$ cat src/rtl/pic_pkg.sv
package pic_pkg;
  localparam int PIC_LINES = 8;
  localparam int PIC_LW = $clog2(PIC_LINES);
  localparam int PIC_DW = 8;
  localparam int CASCADE_LINE = 2;

  typedef logic [PIC_LW-1:0] lineIdx_t;
  typedef logic [PIC_LW:0] rank_t;

  typedef enum logic [1:0] {
    STEP_NORMAL,
    STEP_BASE,
    STEP_WORD3,
    STEP_WORD4
  } initStep_e;

  typedef struct packed {
    logic     initClear;
    logic     maskLoad;
    logic     eoiBest;
    logic     eoiNamed;
    logic     rotateAfter;
    logic     setLowest;
    logic     pollRead;
    lineIdx_t cmdLine;
  } ctlStrobe_t;

  typedef struct packed {
    logic autoEoi;
    logic rotOnAutoEoi;
    logic fullyNested;
    logic specialMask;
  } ctlMode_t;

  // Rank of the best set bit with rotation offset rot; PIC_LINES when empty.
  function automatic rank_t bestRank(logic [PIC_LINES-1:0] bits, lineIdx_t rot);
    rank_t r;
    lineIdx_t idx;
    r = rank_t'(PIC_LINES);
    for (int k = PIC_LINES - 1; k >= 0; k--) begin
      idx = rot + lineIdx_t'(k);
      if (bits[idx]) r = rank_t'(k);
    end
    return r;
  endfunction
endpackage

$ cat src/rtl/pic_ctrl.sv
module pic_ctrl
  import pic_pkg::*;
(
  input  logic              clk,
  input  logic              rstN,
  input  logic              wrEn,
  input  logic              rdEn,
  input  logic              addr,
  input  logic [PIC_DW-1:0] wrData,
  output ctlStrobe_t        strobe,
  output ctlMode_t          mode,
  output logic              readIsr,
  output logic              pollPend,
  output logic [PIC_DW-1:0] vecBase
);
  localparam logic [PIC_DW-1:0] BASE_KEEP = {PIC_DW{1'b1}} << PIC_LW;

  initStep_e         stepQ;
  logic              wantWord4Q;
  ctlMode_t          modeQ;
  logic              readIsrQ;
  logic              pollQ;
  logic [PIC_DW-1:0] baseQ;

  wire cmdWrite  = wrEn && !addr;
  wire dataWrite = wrEn && addr;
  wire [2:0] opCode = wrData[7:5];

  always_comb begin
    strobe = '0;
    strobe.cmdLine = wrData[PIC_LW-1:0];
    if (cmdWrite) begin
      if (wrData[4]) begin
        strobe.initClear = 1'b1;
      end else if (!wrData[3]) begin
        case (opCode)
          3'd1: strobe.eoiBest = 1'b1;
          3'd5: begin strobe.eoiBest = 1'b1; strobe.rotateAfter = 1'b1; end
          3'd3: strobe.eoiNamed = 1'b1;
          3'd7: begin strobe.eoiNamed = 1'b1; strobe.rotateAfter = 1'b1; end
          3'd6: strobe.setLowest = 1'b1;
          default: ;
        endcase
      end
    end
    strobe.maskLoad = dataWrite && (stepQ == STEP_NORMAL);
    strobe.pollRead = rdEn && pollQ;
  end

  always_ff @(posedge clk) begin
    if (!rstN) begin
      stepQ      <= STEP_NORMAL;
      wantWord4Q <= 1'b0;
      modeQ      <= '0;
      readIsrQ   <= 1'b0;
      pollQ      <= 1'b0;
      baseQ      <= '0;
    end else begin
      if (rdEn && pollQ) pollQ <= 1'b0;
      if (cmdWrite) begin
        if (wrData[4]) begin
          stepQ      <= STEP_BASE;
          wantWord4Q <= wrData[0];
          modeQ      <= '0;
          readIsrQ   <= 1'b0;
          pollQ      <= 1'b0;
          baseQ      <= '0;
        end else if (wrData[3]) begin
          if (wrData[2]) pollQ <= 1'b1;
          if (wrData[1]) readIsrQ <= wrData[0];
          if (wrData[6]) modeQ.specialMask <= wrData[5];
        end else if (opCode == 3'd0 || opCode == 3'd4) begin
          modeQ.rotOnAutoEoi <= wrData[7];
        end
      end else if (dataWrite) begin
        case (stepQ)
          STEP_BASE: begin
            baseQ <= wrData & BASE_KEEP;
            stepQ <= STEP_WORD3;
          end
          STEP_WORD3: stepQ <= wantWord4Q ? STEP_WORD4 : STEP_NORMAL;
          STEP_WORD4: begin
            modeQ.fullyNested <= wrData[4];
            modeQ.autoEoi     <= wrData[1];
            stepQ             <= STEP_NORMAL;
          end
          default: ;
        endcase
      end
    end
  end

  assign mode     = modeQ;
  assign readIsr  = readIsrQ;
  assign pollPend = pollQ;
  assign vecBase  = baseQ;
endmodule

$ cat src/rtl/pic_datapath.sv
module pic_datapath
  import pic_pkg::*;
(
  input  logic                 clk,
  input  logic                 rstN,
  input  ctlStrobe_t           strobe,
  input  ctlMode_t             mode,
  input  logic [PIC_DW-1:0]    wrData,
  input  logic [PIC_DW-1:0]    vecBase,
  input  logic [PIC_LINES-1:0] irqSet,
  input  logic [PIC_LINES-1:0] irqClr,
  input  logic [PIC_LINES-1:0] levelMode,
  input  logic                 ackIn,
  output logic [PIC_LINES-1:0] irrQ,
  output logic [PIC_LINES-1:0] isrQ,
  output logic [PIC_LINES-1:0] imrQ,
  output logic                 winValid,
  output lineIdx_t             winLine,
  output logic                 intOut,
  output logic [PIC_DW-1:0]    intVector
);
  lineIdx_t rotQ;
  logic [PIC_LINES-1:0] svcView, irrN, isrN, imrN;
  lineIdx_t rotN, eoiLine;
  rank_t pendRank, svcRank, eoiRank;

  always_comb begin
    svcView = isrQ;
    if (mode.specialMask) svcView = svcView & ~imrQ;
    if (mode.fullyNested) svcView[CASCADE_LINE] = 1'b0;
    pendRank = bestRank(irrQ & ~imrQ, rotQ);
    svcRank  = bestRank(svcView, rotQ);
    eoiRank  = bestRank(isrQ, rotQ);
    winValid = pendRank < svcRank;
    winLine  = rotQ + pendRank[PIC_LW-1:0];
    eoiLine  = rotQ + eoiRank[PIC_LW-1:0];
  end

  always_comb begin
    irrN = (irrQ | irqSet) & ~irqClr;
    isrN = isrQ;
    imrN = imrQ;
    rotN = rotQ;
    if (strobe.maskLoad) imrN = wrData[PIC_LINES-1:0];
    if (strobe.eoiBest && !eoiRank[PIC_LW]) begin
      isrN[eoiLine] = 1'b0;
      if (strobe.rotateAfter) rotN = eoiLine + lineIdx_t'(1);
    end
    if (strobe.eoiNamed) begin
      isrN[strobe.cmdLine] = 1'b0;
      if (strobe.rotateAfter) rotN = strobe.cmdLine + lineIdx_t'(1);
    end
    if (strobe.setLowest) rotN = strobe.cmdLine + lineIdx_t'(1);
    if (ackIn && winValid) begin
      if (mode.autoEoi) begin
        if (mode.rotOnAutoEoi) rotN = winLine + lineIdx_t'(1);
      end else begin
        isrN[winLine] = 1'b1;
      end
      if (!levelMode[winLine]) irrN[winLine] = 1'b0;
    end
    if (strobe.pollRead && winValid) begin
      irrN[winLine] = 1'b0;
      isrN[winLine] = 1'b0;
    end
    if (strobe.initClear) begin
      irrN = '0;
      isrN = '0;
      imrN = '0;
      rotN = '0;
    end
  end

  always_ff @(posedge clk) begin
    if (!rstN) begin
      irrQ      <= '0;
      isrQ      <= '0;
      imrQ      <= '0;
      rotQ      <= '0;
      intOut    <= 1'b0;
      intVector <= '0;
    end else begin
      irrQ      <= irrN;
      isrQ      <= isrN;
      imrQ      <= imrN;
      rotQ      <= rotN;
      intOut    <= winValid;
      intVector <= vecBase | PIC_DW'(winLine);
    end
  end
endmodule

$ cat src/rtl/pic_core.sv
module pic_core
  import pic_pkg::*;
(
  input  logic        clk,
  input  logic        rstN,
  input  logic        wrEn,
  input  logic        rdEn,
  input  logic        addr,
  input  logic [7:0]  wrData,
  output logic [7:0]  rdData,
  input  logic [7:0]  irqSet,
  input  logic [7:0]  irqClr,
  input  logic [7:0]  levelMode,
  input  logic        intAck,
  output logic        intOut,
  output logic [7:0]  intVector
);
  ctlStrobe_t strobeBus;
  ctlMode_t   modeBus;
  logic readIsr, pollPend, winValid;
  logic [PIC_DW-1:0] vecBase;
  logic [PIC_LINES-1:0] irrQ, isrQ, imrQ;
  lineIdx_t winLine;

  pic_ctrl ctrl_i (
    .clk(clk), .rstN(rstN), .wrEn(wrEn), .rdEn(rdEn), .addr(addr),
    .wrData(wrData), .strobe(strobeBus), .mode(modeBus),
    .readIsr(readIsr), .pollPend(pollPend), .vecBase(vecBase)
  );

  pic_datapath dp_i (
    .clk(clk), .rstN(rstN), .strobe(strobeBus), .mode(modeBus),
    .wrData(wrData), .vecBase(vecBase), .irqSet(irqSet), .irqClr(irqClr),
    .levelMode(levelMode), .ackIn(intAck), .irrQ(irrQ), .isrQ(isrQ),
    .imrQ(imrQ), .winValid(winValid), .winLine(winLine),
    .intOut(intOut), .intVector(intVector)
  );

  always_comb begin
    if (pollPend)     rdData = winValid ? PIC_DW'(winLine) : '0;
    else if (addr)    rdData = imrQ;
    else if (readIsr) rdData = isrQ;
    else              rdData = irrQ;
  end
endmodule

$ cat config.mk
export PLATFORM = sky130hd
export DESIGN_NAME = pic_core
export DESIGN_NICKNAME = d
export VERILOG_FILES = /design/src/rtl/pic_pkg.sv /design/src/rtl/pic_ctrl.sv /design/src/rtl/pic_datapath.sv /design/src/rtl/pic_core.sv
export SDC_FILE = /design/constraint.sdc
export NUM_CORES = 1
export LEC_CHECK = 0
export BUFFER_PORTS_ARGS = -buffer_cell sky130_fd_sc_hd__buf_4
export CORE_AREA = 2 2 97 99
export DETAILED_ROUTE_END_ITERATION = 10
export DIE_AREA = 0 0 99 101
export GPL_TIMING_DRIVEN = 0
export PLACE_DENSITY = 0.75
export SETUP_SLACK_MARGIN = 0.5
export SYNTH_ARGS = -nofsm -noshare
export SYNTH_HDL_FRONTEND = slang
export SYNTH_SLANG_ARGS = --single-unit
$ cat constraint.sdc
create_clock -name clk -period 6.76 [get_ports clk]
set_input_delay 1.352 -clock clk [delete_from_list [all_inputs] [get_ports clk]]
set_output_delay 1.352 -clock clk [all_outputs]
set_load 0.02 [all_outputs]
Word level (Yosys, flattened, before mapping):

Index checks and enable logic that the tools add are counted.

* bits of input ports: 38
* output and inout bits: 17
* word-level logic and storage cells: 245
* flip-flop bits (word level): 53

* $add $sub $neg: 12
* bitwise gates (word level): 17
* multiplexer cells: 141
* reductions and logical operators: 34
* order comparisons: 15
* eq/ne operators: 11

Operators with widths (count)
* 2-to-1 mux 8 bit: 16
* 2-to-1 mux 4 bit: 27
* binary-select mux 1 bit (select 3 bit): 25
* AND 8 bit: 8
* 2-to-1 mux 1 bit: 56
* < comparator 3 x 4 -> 1 bit (second input constant): 11
* NOT 8 bit: 5
* 2-to-1 mux 3 bit: 9
* AND reduction 3 bit: 6
* bitwise OR 8 bit: 2
* nonzero test 2 bit: 7
* adder 3 x 1 -> 3 bit (second input constant): 4
* adder 3 bit (second input constant): 4
* == test 3 bit (second input constant): 4
* logical AND 1 bit: 10
* demux 1 bit (select 3 bit): 3
* >= comparator 3 x 1 -> 1 bit (second input constant): 3
* 2-to-1 mux 2 bit: 4
* bitwise OR 8 x 3 -> 8 bit: 1
* OR reduction 2 bit: 4
* adder 3 x 2 -> 3 bit (second input constant): 2
* adder 3 bit: 2
* one-hot mux 2 bit (3 select lines): 1
* == test 2 bit (second input constant): 2
* 13 further kinds: 14

Longest topological paths before layout:

Gate-level depths: netlist of the first run.

* word-level depth: 26
* gate-level depth with buffers: 20
* depth with buffers taken out: 17

Modules after synthesis:

From an unflattened synthesis of the first run, not the netlist that was laid out.

* cells, all modules: 494
* area, all modules: 4400.5 µm²

By module, submodules not included
* pic_datapath: sequential area each 720.7 µm², times used 1, area an instance 3438.3 µm², cells each 378
* pic_ctrl: sequential area each 280.3 µm², times used 1, area an instance 709.4 µm², cells each 81
* pic_core: sequential area each 0.0 µm², times used 1, area an instance 252.7 µm², cells each 35

Worst setup path after synthesis of the first run:

No wires, ideal clock.

* path kind: register to output
* start: register dp_i.rotQ[1]
* end: output port rdData[2]
* data required time: 5.408 ns
* cell stages (with the launch flop): 17
* setup slack: 1.059 ns
* arrival time: 4.349 ns
* path buffers: 2
* cells stage by stage: dfxtp_1 buf_2 inv_1 clkbuf_1 ha_1 xnor2_2 mux4_2 nand2b_1 a311o_1 nand2_1 ha_1 inv_1 fa_1 xnor2_1 xnor2_4 nor2_1 mux2_2

* longest elaborated chain between the ends: 14
* elaborated cells on any way between the ends: 59
* those cells by class: add/sub (8); order compare (1); mux (50)

RTL lines
* start: declaration: line pic_datapath.sv:22 `lineIdx_t rotQ;`
* start signal: assignment: line pic_datapath.sv:86 `rotQ <= rotN;`
* adder 3 bit: line pic_pkg.sv:41 `idx = rot + lineIdx_t'(k);`
* binary-select mux 1 bit (select 3 bit): line pic_pkg.sv:42 `if (bits[idx]) r = rank_t'(k);`
* 2-to-1 mux 1 bit (not written as such): line pic_pkg.sv:42
* 2-to-1 mux 4 bit (8 in a row): line pic_pkg.sv:42
* < comparator 4 bit or adder 3 bit (tied branches): line pic_datapath.sv:34, pic_datapath.sv:35
* 2-to-1 mux 3 bit *: line pic_core.sv:40 `if (pollPend) rdData = winValid ? PIC_DW'(winLine) : '0;`
* 2-to-1 mux 8 bit *: line pic_core.sv:40
* end: declaration: line pic_core.sv:10 `output logic [7:0] rdData,`

Every way passes the cells marked *; elsewhere a longest branch is shown, timed or not. The select of a mux whose other input is x is not followed.

Final worst setup path of the first run:

* start: register dp_i.rotQ[1]
* end: output port rdData[0]

Same word-level chain as after synthesis.

==> impl_metrics.csv, run 1 <==
group,metric,value,unit
status,outcome,"completed",
run,max-cap-violations,0,
clocking,cts_root_buf,"clkbuf_8",
logic_synthesis,synth_common_cells,"64 x nor2_1, 51 x mux2i_1, 50 x dfxtp_1",
clocking,clock_latency,300,ps
placement,port_buffers,52,
detailed_routing,wl_per_cell,18.7,um
setup_path,critical_path_required,5410,ps
layout,diodes,0,
clocking,htree_levels,2,
power_and_ir_drop,vdd_drop_max,0.000162,V
detailed_routing,num_vias,4233,
logic_synthesis,yosysMostFrequentCell,"nor2_1",
logic_synthesis,synth_area_leaders,"dfxtp_1 23%, mux2i_1 12%, mux4_2 9.5%",
clocking,cts_buffers,5,
clocking,cts.path.max_buffers,2,
logic_synthesis,synthesis.area,0.00429,mm^2
die,design.die.area,0.0100,mm^2
setup_path,start_kind,"flop",
clocking,cts_hold_buf,0,
logic_synthesis,synth_warnings,0,
clocking,cts_num_sinks,50,
global_routing,grt_max_degree,16,
setup_path,path_max_fanout,12,
die,start_util,0.478,
global_routing,grt_pass1_wl,20400,um
detailed_routing,drt-initial-drc-count,279,
die,rows,35,
die,io-pin-count,55,
logic_synthesis,async_flop_share,0,
sta,finalSetupViolCount,0,
sta,rsz0062_at_grt,"false",
logic_synthesis,ys_ff_latch,50,
logic_synthesis,syn-num-nets,556,
sta,slew_headroom,0.436,
global_routing,grt_usage,0.251,
clocking,cts_tree,"yes",
layout,area_growth_syn_to_layout,16.7,%
global_routing,grt_antenna_before_repair,0,
hold_path,min_path_type,"reg2reg",
sta,max_freq,164,MHz
power_and_ir_drop,leakage,0.00196,uW
layout,postLayoutCoreUtil,0.557,
layout,drive_gt1_frac,0.218,
logic_synthesis,synth.distinct_cells,69,
layout,fillers,814,
clocking,clkTransAtPathRegs,90,ps
detailed_routing,drc,0,
power_and_ir_drop,power_density,185,mW/mm^2
die,coreArea,0.00898,mm^2
sta,post-route-period-util,0.903,
global_routing,grt_pass1_vias,4115,
logic_synthesis,synth-edff-count,0,
sta,fin_skew,9.07,ps
logic_synthesis,synth_top_area_frac,0.233,
sta,tns,0,ps
sta,timing.final.hold_violations,0,
logic_synthesis,yosysTopAreaCell,"dfxtp_1",
sta,fin_crit,6110,ps
logic_synthesis,seq_area_frac_synth,0.233,
logic_synthesis,syn_area_per_cell,8.47,um^2
detailed_routing,drtPass1Iterations,4,
setup_path,crit_path_end_kind,"primary output",
sta,fin_ws,655,ps
layout,fin_nets,618,
sta,slew_viol_final,0,
logic_synthesis,ys.flop_type,"dfxtp_1",
die,fp.dieW,99,um
placement,dpl.hpwl,9800,um
detailed_routing,ant_nets,0,
placement,preCtsSetupSlack,184,ps
logic_synthesis,synth_cells,506,
sta,worst_pin_slew,842,ps
placement,routabilityCongestion,0.911,
detailed_routing,routed_wl,12700,um
die,fp.dieH,101,um
setup_path,arrival,4750,ps
setup_path,critPathKind,"reg2out",
detailed_routing,vias_per_cell,6.23,
global_routing,grt_overflow,0,
[flip-flops by register name, indices dropped and copies added, names as in the netlist]
signal and count:
ctrl_i.wantWord4Q 1, ctrl_i.readIsr 1, ctrl_i.stepQ 2, ctrl_i.vecBase 5, dp_i.rotQ 3, dp_i.isrQ 8
dp_i.irrQ 8, dp_i.intOut 1, dp_i.intVector 8, dp_i.imrQ 8, ctrl_i.mode 4, ctrl_i.pollPend 1
[routing by layer]
metal,vias to the layer above,GRT usage,share of wire
met3,38,0.0361,0.069
met2,205,0.432,0.49
li1,1997,-,-
met5,-,0,0
met4,0,0.0790,0.025
met1,1993,0.325,0.42
[through the flow]
stage	instances	power (uW)	hold slack [ps]	area (um^2)
after floorplan	506	602	427	4290
after detailed placement	669	720	441	4820
after CTS	678	912	459	4960
after global placement	669	708	435	4820
after global routing	680	974	478	5000
final	680	925	451	5000
[placed cells by master, fill, tap and decap left out, types with 16 or more instances in the layout]
master | synthesis | routed
o21ai_0 | 17 | 17
mux4_2 | 18 | 18
inv_1 | 16 | 16
clkbuf_1 | 18 | 16
mux2i_1 | 51 | 51
dfxtp_1 | 50 | 50
nand2_1 | 46 | 46
buf_4 | 1 | 57
a21oi_1 | 23 | 23
nor2_1 | 64 | 63
[kinds of logic after synthesis]
logic type	after synthesis	share of synthesized area
AOI/OAI and AO/OA	105	0.171
xor gates and xnor gates	8	0.0242
adders and majority gates	12	0.0385
buffers and inverters	47	0.0499
DFF	50	0.233
muxes	83	0.250
and+or+nand+nor	201	0.232
[final timing paths]
path                                        from                        endpoint  slack (ps)  depth (start not counted)
setup / recovery         dp_i.rotQ[1]$_SDFF_PP0_                       rdData[0]         650                         17
hold / removal    ctrl_i.vecBase[7]$_SDFFE_PN0P_  ctrl_i.vecBase[7]$_SDFFE_PN0P_         450                          2
setup reg to reg         dp_i.rotQ[1]$_SDFF_PP0_         dp_i.irrQ[0]$_SDFF_PP0_        1810                         18
hold reg to reg   ctrl_i.vecBase[7]$_SDFFE_PN0P_  ctrl_i.vecBase[7]$_SDFFE_PN0P_         450                          2
[critical path: stages (launching register included)]
cell	delay, ps
dfxtp_1	400
clkbuf_4	250
inv_1	100
clkbuf_4	240
ha_1	320
buf_6	130
clkbuf_4	230
mux2_2	360
mux2_2	280
nor4_2	290
nand2_1	90
ha_1	300
a2111o_1	470
o31ai_4	290
buf_4	230
nand3_1	90
o21ai_0	170
buf_4	210
[final cells by class]
cell class                      count  area [um^2]  share of cell area
Buffer                             29          160              0.0320
Clock buffer                        6         72.6              0.0145
Clock inverter                      2         13.8             0.00275
Inverter                           18         67.6              0.0135
Multi-Input combinational cell    409         3140               0.627
Sequential cell                    50         1000               0.200
Tap cell                          111          139              0.0277
Timing Repair Buffer               55          413              0.0825
[power by group]
part	leakage [uW]	switching, uW	internal [uW]
combinational	0.00150	251	169
clock	0.0000452	100	73.2
sequential	0.000406	21.4	311
[what timing repair did]
action,4_1_cts,5_1_grt
setup endpoints to repair,3,3
pin swaps,1,1
buffers inserted,1,2
gates resized for setup,11,7
Power figures use the tool's default switching activity.
==> run 2, diff against run 1 <==
clock period = 6.6 ns   (was 6.76 ns; I/O delays follow)
==> impl_metrics.csv, run 2 (synthesis results as in run 1) <==
group,metric,value,unit
setup_path,arrival,4620,ps
power_and_ir_drop,vdd_drop_max,0.000154,V
clocking,htree_levels,2,
sta,slew_headroom,0.423,
layout,diodes,0,
sta,timing.final.hold_violations,0,
global_routing,grt_max_degree,16,
clocking,cts_num_sinks,50,
power_and_ir_drop,leakage,0.00196,uW
detailed_routing,drc,0,
die,rows,35,
die,start_util,0.478,
sta,worst_pin_slew,860,ps
layout,fin_nets,618,
die,design.die.area,0.0100,mm^2
global_routing,grt_pass1_wl,20500,um
sta,max_freq,168,MHz
hold_path,min_path_type,"reg2reg",
global_routing,grt_pass1_vias,4131,
run,max-cap-violations,0,
sta,fin_skew,9.74,ps
die,fp.dieW,99,um
detailed_routing,wl_per_cell,18.7,um
clocking,cts_hold_buf,0,
global_routing,grt_overflow,0,
setup_path,start_kind,"flop",
setup_path,critical_path_required,5280,ps
setup_path,path_max_fanout,12,
detailed_routing,drtPass1Iterations,5,
sta,fin_crit,5940,ps
sta,rsz0062_at_grt,"false",
setup_path,crit_path_end_kind,"primary output",
layout,final_common_cell,"nor2_1",
sta,slew_viol_final,0,
detailed_routing,drt-initial-drc-count,303,
detailed_routing,vias_per_cell,6.26,
sta,finalSetupViolCount,0,
die,fp.dieH,101,um
sta,fin_ws,657,ps
die,coreArea,0.00898,mm^2
status,outcome,"completed",
detailed_routing,routed_wl,12700,um
clocking,cts_buffers,5,
global_routing,grt_usage,0.251,
die,io-pin-count,55,
layout,drive_gt1_frac,0.223,
clocking,clock_latency,300,ps
global_routing,grt_antenna_before_repair,0,
layout,area_growth_syn_to_layout,17.4,%
power_and_ir_drop,power_density,191,mW/mm^2
clocking,cts_root_buf,"clkbuf_8",
placement,routabilityCongestion,0.911,
setup_path,ff2ff_setup_slack,1780,ps
clocking,cts.path.max_buffers,2,
setup_path,critPathKind,"reg2out",
placement,preCtsSetupSlack,55.9,ps
detailed_routing,ant_nets,0,
sta,post-route-period-util,0.900,
clocking,cts_tree,"yes",
layout,final_cell_mix,"63 x nor2_1, 57 x buf_4, 51 x mux2i_1, 48 x dfxtp_1, 46 x nand2_1",
placement,port_buffers,52,
placement,dpl.hpwl,9800,um
detailed_routing,num_vias,4258,
clocking,clkTransAtPathRegs,90,ps
sta,tns,0,ps
[run 2: cell count changes in the layout (fill, tap and decap cells not counted), sizes merged]
| cell | before | now |
|---|---|---|
| buf | 65 | 67 |
| clkbuf | 25 | 23 |
[run 2: final timing paths]
check                                       from                        endpoint  cells after the start
setup reg to reg         dp_i.rotQ[1]$_SDFF_PP0_         dp_i.irrQ[0]$_SDFF_PP0_                     18
hold / removal    ctrl_i.vecBase[7]$_SDFFE_PN0P_  ctrl_i.vecBase[7]$_SDFFE_PN0P_                      2
setup / recovery         dp_i.rotQ[1]$_SDFF_PP0_                       rdData[0]                     17
hold reg to reg   ctrl_i.vecBase[7]$_SDFFE_PN0P_  ctrl_i.vecBase[7]$_SDFFE_PN0P_                      2
[run 2: what timing repair did]
item	4_1_cts	5_1_grt
buffers inserted	2	1
gates resized for setup	14	11
endpoints found under the setup margin	3	3
pin swaps	2	1
[run 2: critical path, stage by stage, from the launching register on]
cell and delay, ps:
dfxtp_2 380, buf_6 160, inv_1 80, clkbuf_4 230
ha_1 320, buf_6 130, buf_4 210, mux2_2 370
mux2_2 280, nor4_2 290, nand2_1 90, ha_1 300
a2111o_1 470, o31ai_4 380, buf_6 190, nand3_1 90
o21ai_0 160, buf_4 200
[run 2: layout make-up]
type,instances,area (um^2)
clock inverters,2,13.8
multi-input cells,409,3160
fillers,815,3940
flip-flops and latches,50,1000
plain buffers,29,168
inverters,18,67.6
clock buffers,6,72.6
well taps,111,139
repair buffers,55,413
[run 2: per-layer routing]
metal  track usage  vias to the layer above  wire length [um]
met5             0                        -                 0
met4        0.0801                        0               320
met3        0.0374                       33               898
met2         0.432                      211              6190
met1         0.325                     2021              5300
li1              -                     1993                 -
[run 2: report_power, final]
group | total (uW) | switching (uW) | leakage (uW) | internal (uW)
registers | 340 | 21.9 | 0.000407 | 318
logic | 444 | 261 | 0.00151 | 184
clock network | 178 | 103 | 0.0000452 | 75.0
total | 962 | 385 | 0.00196 | 577
[run 2: per-stage QoR]
stage          area [um^2]  hold WS (ps)  total power, uW  utilization  instances
2_1_floorplan         4290           427              616            -        506
3_3_place_gp          4820           435              726        0.537        669
3_5_place_dp          4820           441              738        0.537        669
4_1_cts               4980           459              935        0.555        679
5_1_grt               5030           478             1010        0.561        680
6_report              5030           451              962        0.561        680
==> run 3, diff against run 2 <==
PLACE_DENSITY = 0.78   (was 0.75)
REMOVE_ABC_BUFFERS = 1   (was default)
clock period = 4.83 ns   (was 6.6 ns; I/O delays follow)
==> impl_metrics.csv, run 3 (synthesis results as in run 1) <==
group,metric,value,unit
sta,rsz0062_at_grt,"true",
sta,slew_headroom,0.262,
die,io-pin-count,55,
die,start_util,0.478,
clocking,cts.path.max_buffers,2,
clocking,cts_tree,"yes",
setup_path,critical_path_required,3860,ps
layout,diodes,0,
layout,multi_input_area,0.00343,mm^2
global_routing,grt_usage,0.266,
clocking,clock_latency,300,ps
status,violations,"setup timing",
placement,routabilityCongestion,0.931,
layout,fillers,704,
hold_path,hp-start,"ctrl_i.vecBase[6]$_SDFFE_PN0P_",
sta,slew_viol_final,0,
sta,fin_crit,4880,ps
sta,timing.final.hold_violations,0,
layout,final_common_cell,"buf_4",
layout,postLayoutCoreUtil,0.624,
clocking,cts_hold_buf,0,
setup_path,arrival,3910,ps
clocking,htree_levels,2,
power_and_ir_drop,leakage,0.00218,uW
detailed_routing,vias_per_cell,6.56,
placement,preCtsSetupSlack,-1360,ps
detailed_routing,wl_met2,6940,um
die,fp.dieH,101,um
placement,port_buffers,54,
sta,fin_skew,7.92,ps
clocking,cts_buffers,5,
sta,fin_ws,-45.0,ps
global_routing,grt_pass1_wl,21600,um
hold_path,min_path_type,"reg2reg",
placement,dpl.hpwl,9200,um
sta,post-route-period-util,1.01,
setup_path,reg2reg_from,"dp_i.rotQ[0]$_SDFF_PP0_",
layout,area_growth_syn_to_layout,30.7,%
power_and_ir_drop,vdd_drop_max,0.000227,V
die,coreArea,0.00898,mm^2
layout,fin_nets,635,
layout,seq_area,0.00102,mm^2
detailed_routing,routed_wl,14100,um
global_routing,grt_pass1_vias,4297,
detailed_routing,wl_per_cell,20.3,um
clocking,cts_root_buf,"clkbuf_8",
setup_path,crit_path_end_kind,"primary output",
die,design.die.area,0.0100,mm^2
detailed_routing,highest_layer,"met4",
power_and_ir_drop,power_density,266,mW/mm^2
hold_path,hold_depth,2,
detailed_routing,wl_met3,1070,um
run,max-cap-violations,0,
setup_path,critPathKind,"reg2out",
die,fp.dieW,99,um
setup_path,start_kind,"flop",
setup_path,ff2ff_setup_slack,550,ps
detailed_routing,drc,0,
hold_path,min_to,"ctrl_i.vecBase[6]$_SDFFE_PN0P_",
setup_path,path_max_fanout,6,
status,outcome,"complete, but fails checks",
detailed_routing,drtPass1Iterations,6,
die,rows,35,
global_routing,grt_overflow,0,
clocking,cts_num_sinks,50,
sta,max_freq,205,MHz
setup_path,reg2reg_depth,19,
sta,finalSetupViolCount,1,
layout,final_cell_mix,"85 x buf_4, 62 x nor2_1, 46 x dfxtp_1, 45 x nand2_1, 38 x mux2i_1",
global_routing,grt_antenna_before_repair,0,
global_routing,grt_max_degree,32,
detailed_routing,num_vias,4575,
detailed_routing,met1_length,5540,um
setup_path,reg2reg_to,"dp_i.rotQ[2]$_SDFF_PP0_",
detailed_routing,drt-initial-drc-count,367,
detailed_routing,ant_nets,0,
layout,drive_gt1_frac,0.357,
sta,worst_pin_slew,1100,ps
clocking,clkTransAtPathRegs,90,ps
==> run 3: cell types whose count changed in the layout (fill, tap and decap cells not counted), sizes merged <==
cell | before | now
buf | 67 | 101
clkbuf | 23 | 7
clkinv | 2 | 0
bufinv | 0 | 1
clkinvlp | 0 | 1
inv | 18 | 17
==> run 3: through the flow <==
| step | setup TNS (ps) | instances | total power, uW | area [um^2] | hold WS [ps] |
|---|---|---|---|---|---|
| 4_1_cts | 0 | 684 | 1410 | 5290 | 453 |
| 2_1_floorplan | -8020 | 477 | 821 | 4140 | 427 |
| 3_5_place_dp | -13660 | 642 | 998 | 4690 | 439 |
| 5_1_grt | -231 | 697 | 1560 | 5610 | 480 |
| 6_report | -45.0 | 697 | 1490 | 5610 | 455 |
| 3_3_place_gp | -28640 | 642 | 975 | 4690 | 440 |
==> run 3: routing by layer <==
layer / vias up / track usage
li1: 2042 / -
met1: 2197 / 0.343
met2: 275 / 0.464
met3: 61 / 0.0291
met4: 0 / 0.0938
met5: - / 0
==> run 3: how the worst max path moves through the flow <==
stage,startpoint,to,slack (ps),cells past startpoint
floorplan,dp_i.rotQ[0]$_SDFF_PP0_,rdData[0],-1130,11
global placement,dp_i.rotQ[0]$_SDFF_PP0_,rdData[0],-2130,13
detailed placement,dp_i.rotQ[1]$_SDFF_PP0_,rdData[2],-1360,15
CTS,dp_i.rotQ[1]$_SDFF_PP0_,rdData[2],20,15
global route,dp_i.rotQ[0]$_SDFF_PP0_,rdData[2],-100,16
finish,dp_i.rotQ[0]$_SDFF_PP0_,rdData[2],-50,21
==> run 3: critical path: stages, from the launching register on <==
cell and delay [ps]:
dfxtp_4 420, buf_12 140, buf_6 130, buf_4 110
mux4_2 520, mux2i_2 290, nor2b_4 80, a311o_1 370
nand2_2 130, buf_6 110, buf_6 80, buf_6 80
buf_6 80, buf_6 80, buf_6 90, buf_6 90
buf_6 80, buf_6 100, o31a_4 170, nor2_4 50
mux2_4 270, buf_6 130
==> run 3: area by class of cell <==
| cell class | count | area share |
|---|---|---|
| inverters | 18 | 0.0132 |
| repair buffers | 101 | 0.151 |
| clock buffers | 7 | 0.0136 |
| flip-flops and latches | 50 | 0.181 |
| multi-input cells | 409 | 0.611 |
| clock inverters | 1 | 0.00536 |
| well taps | 111 | 0.0248 |
==> run 3: power by group <==
group	switching (uW)	internal, uW	leakage [uW]
registers	33.2	433	0.000410
clock network	135	155	0.0000524
logic	414	322	0.00172
total	582	911	0.00218
==> run 3: repair_timing <==
| action | CTS | global route |
|---|---|---|
| setup buffers | 34 | 13 |
| gates cloned | 0 | 0 |
| gates resized for setup | 50 | 56 |
| pin swaps | 13 | 25 |
| endpoints found under the setup margin | 25 | 14 |
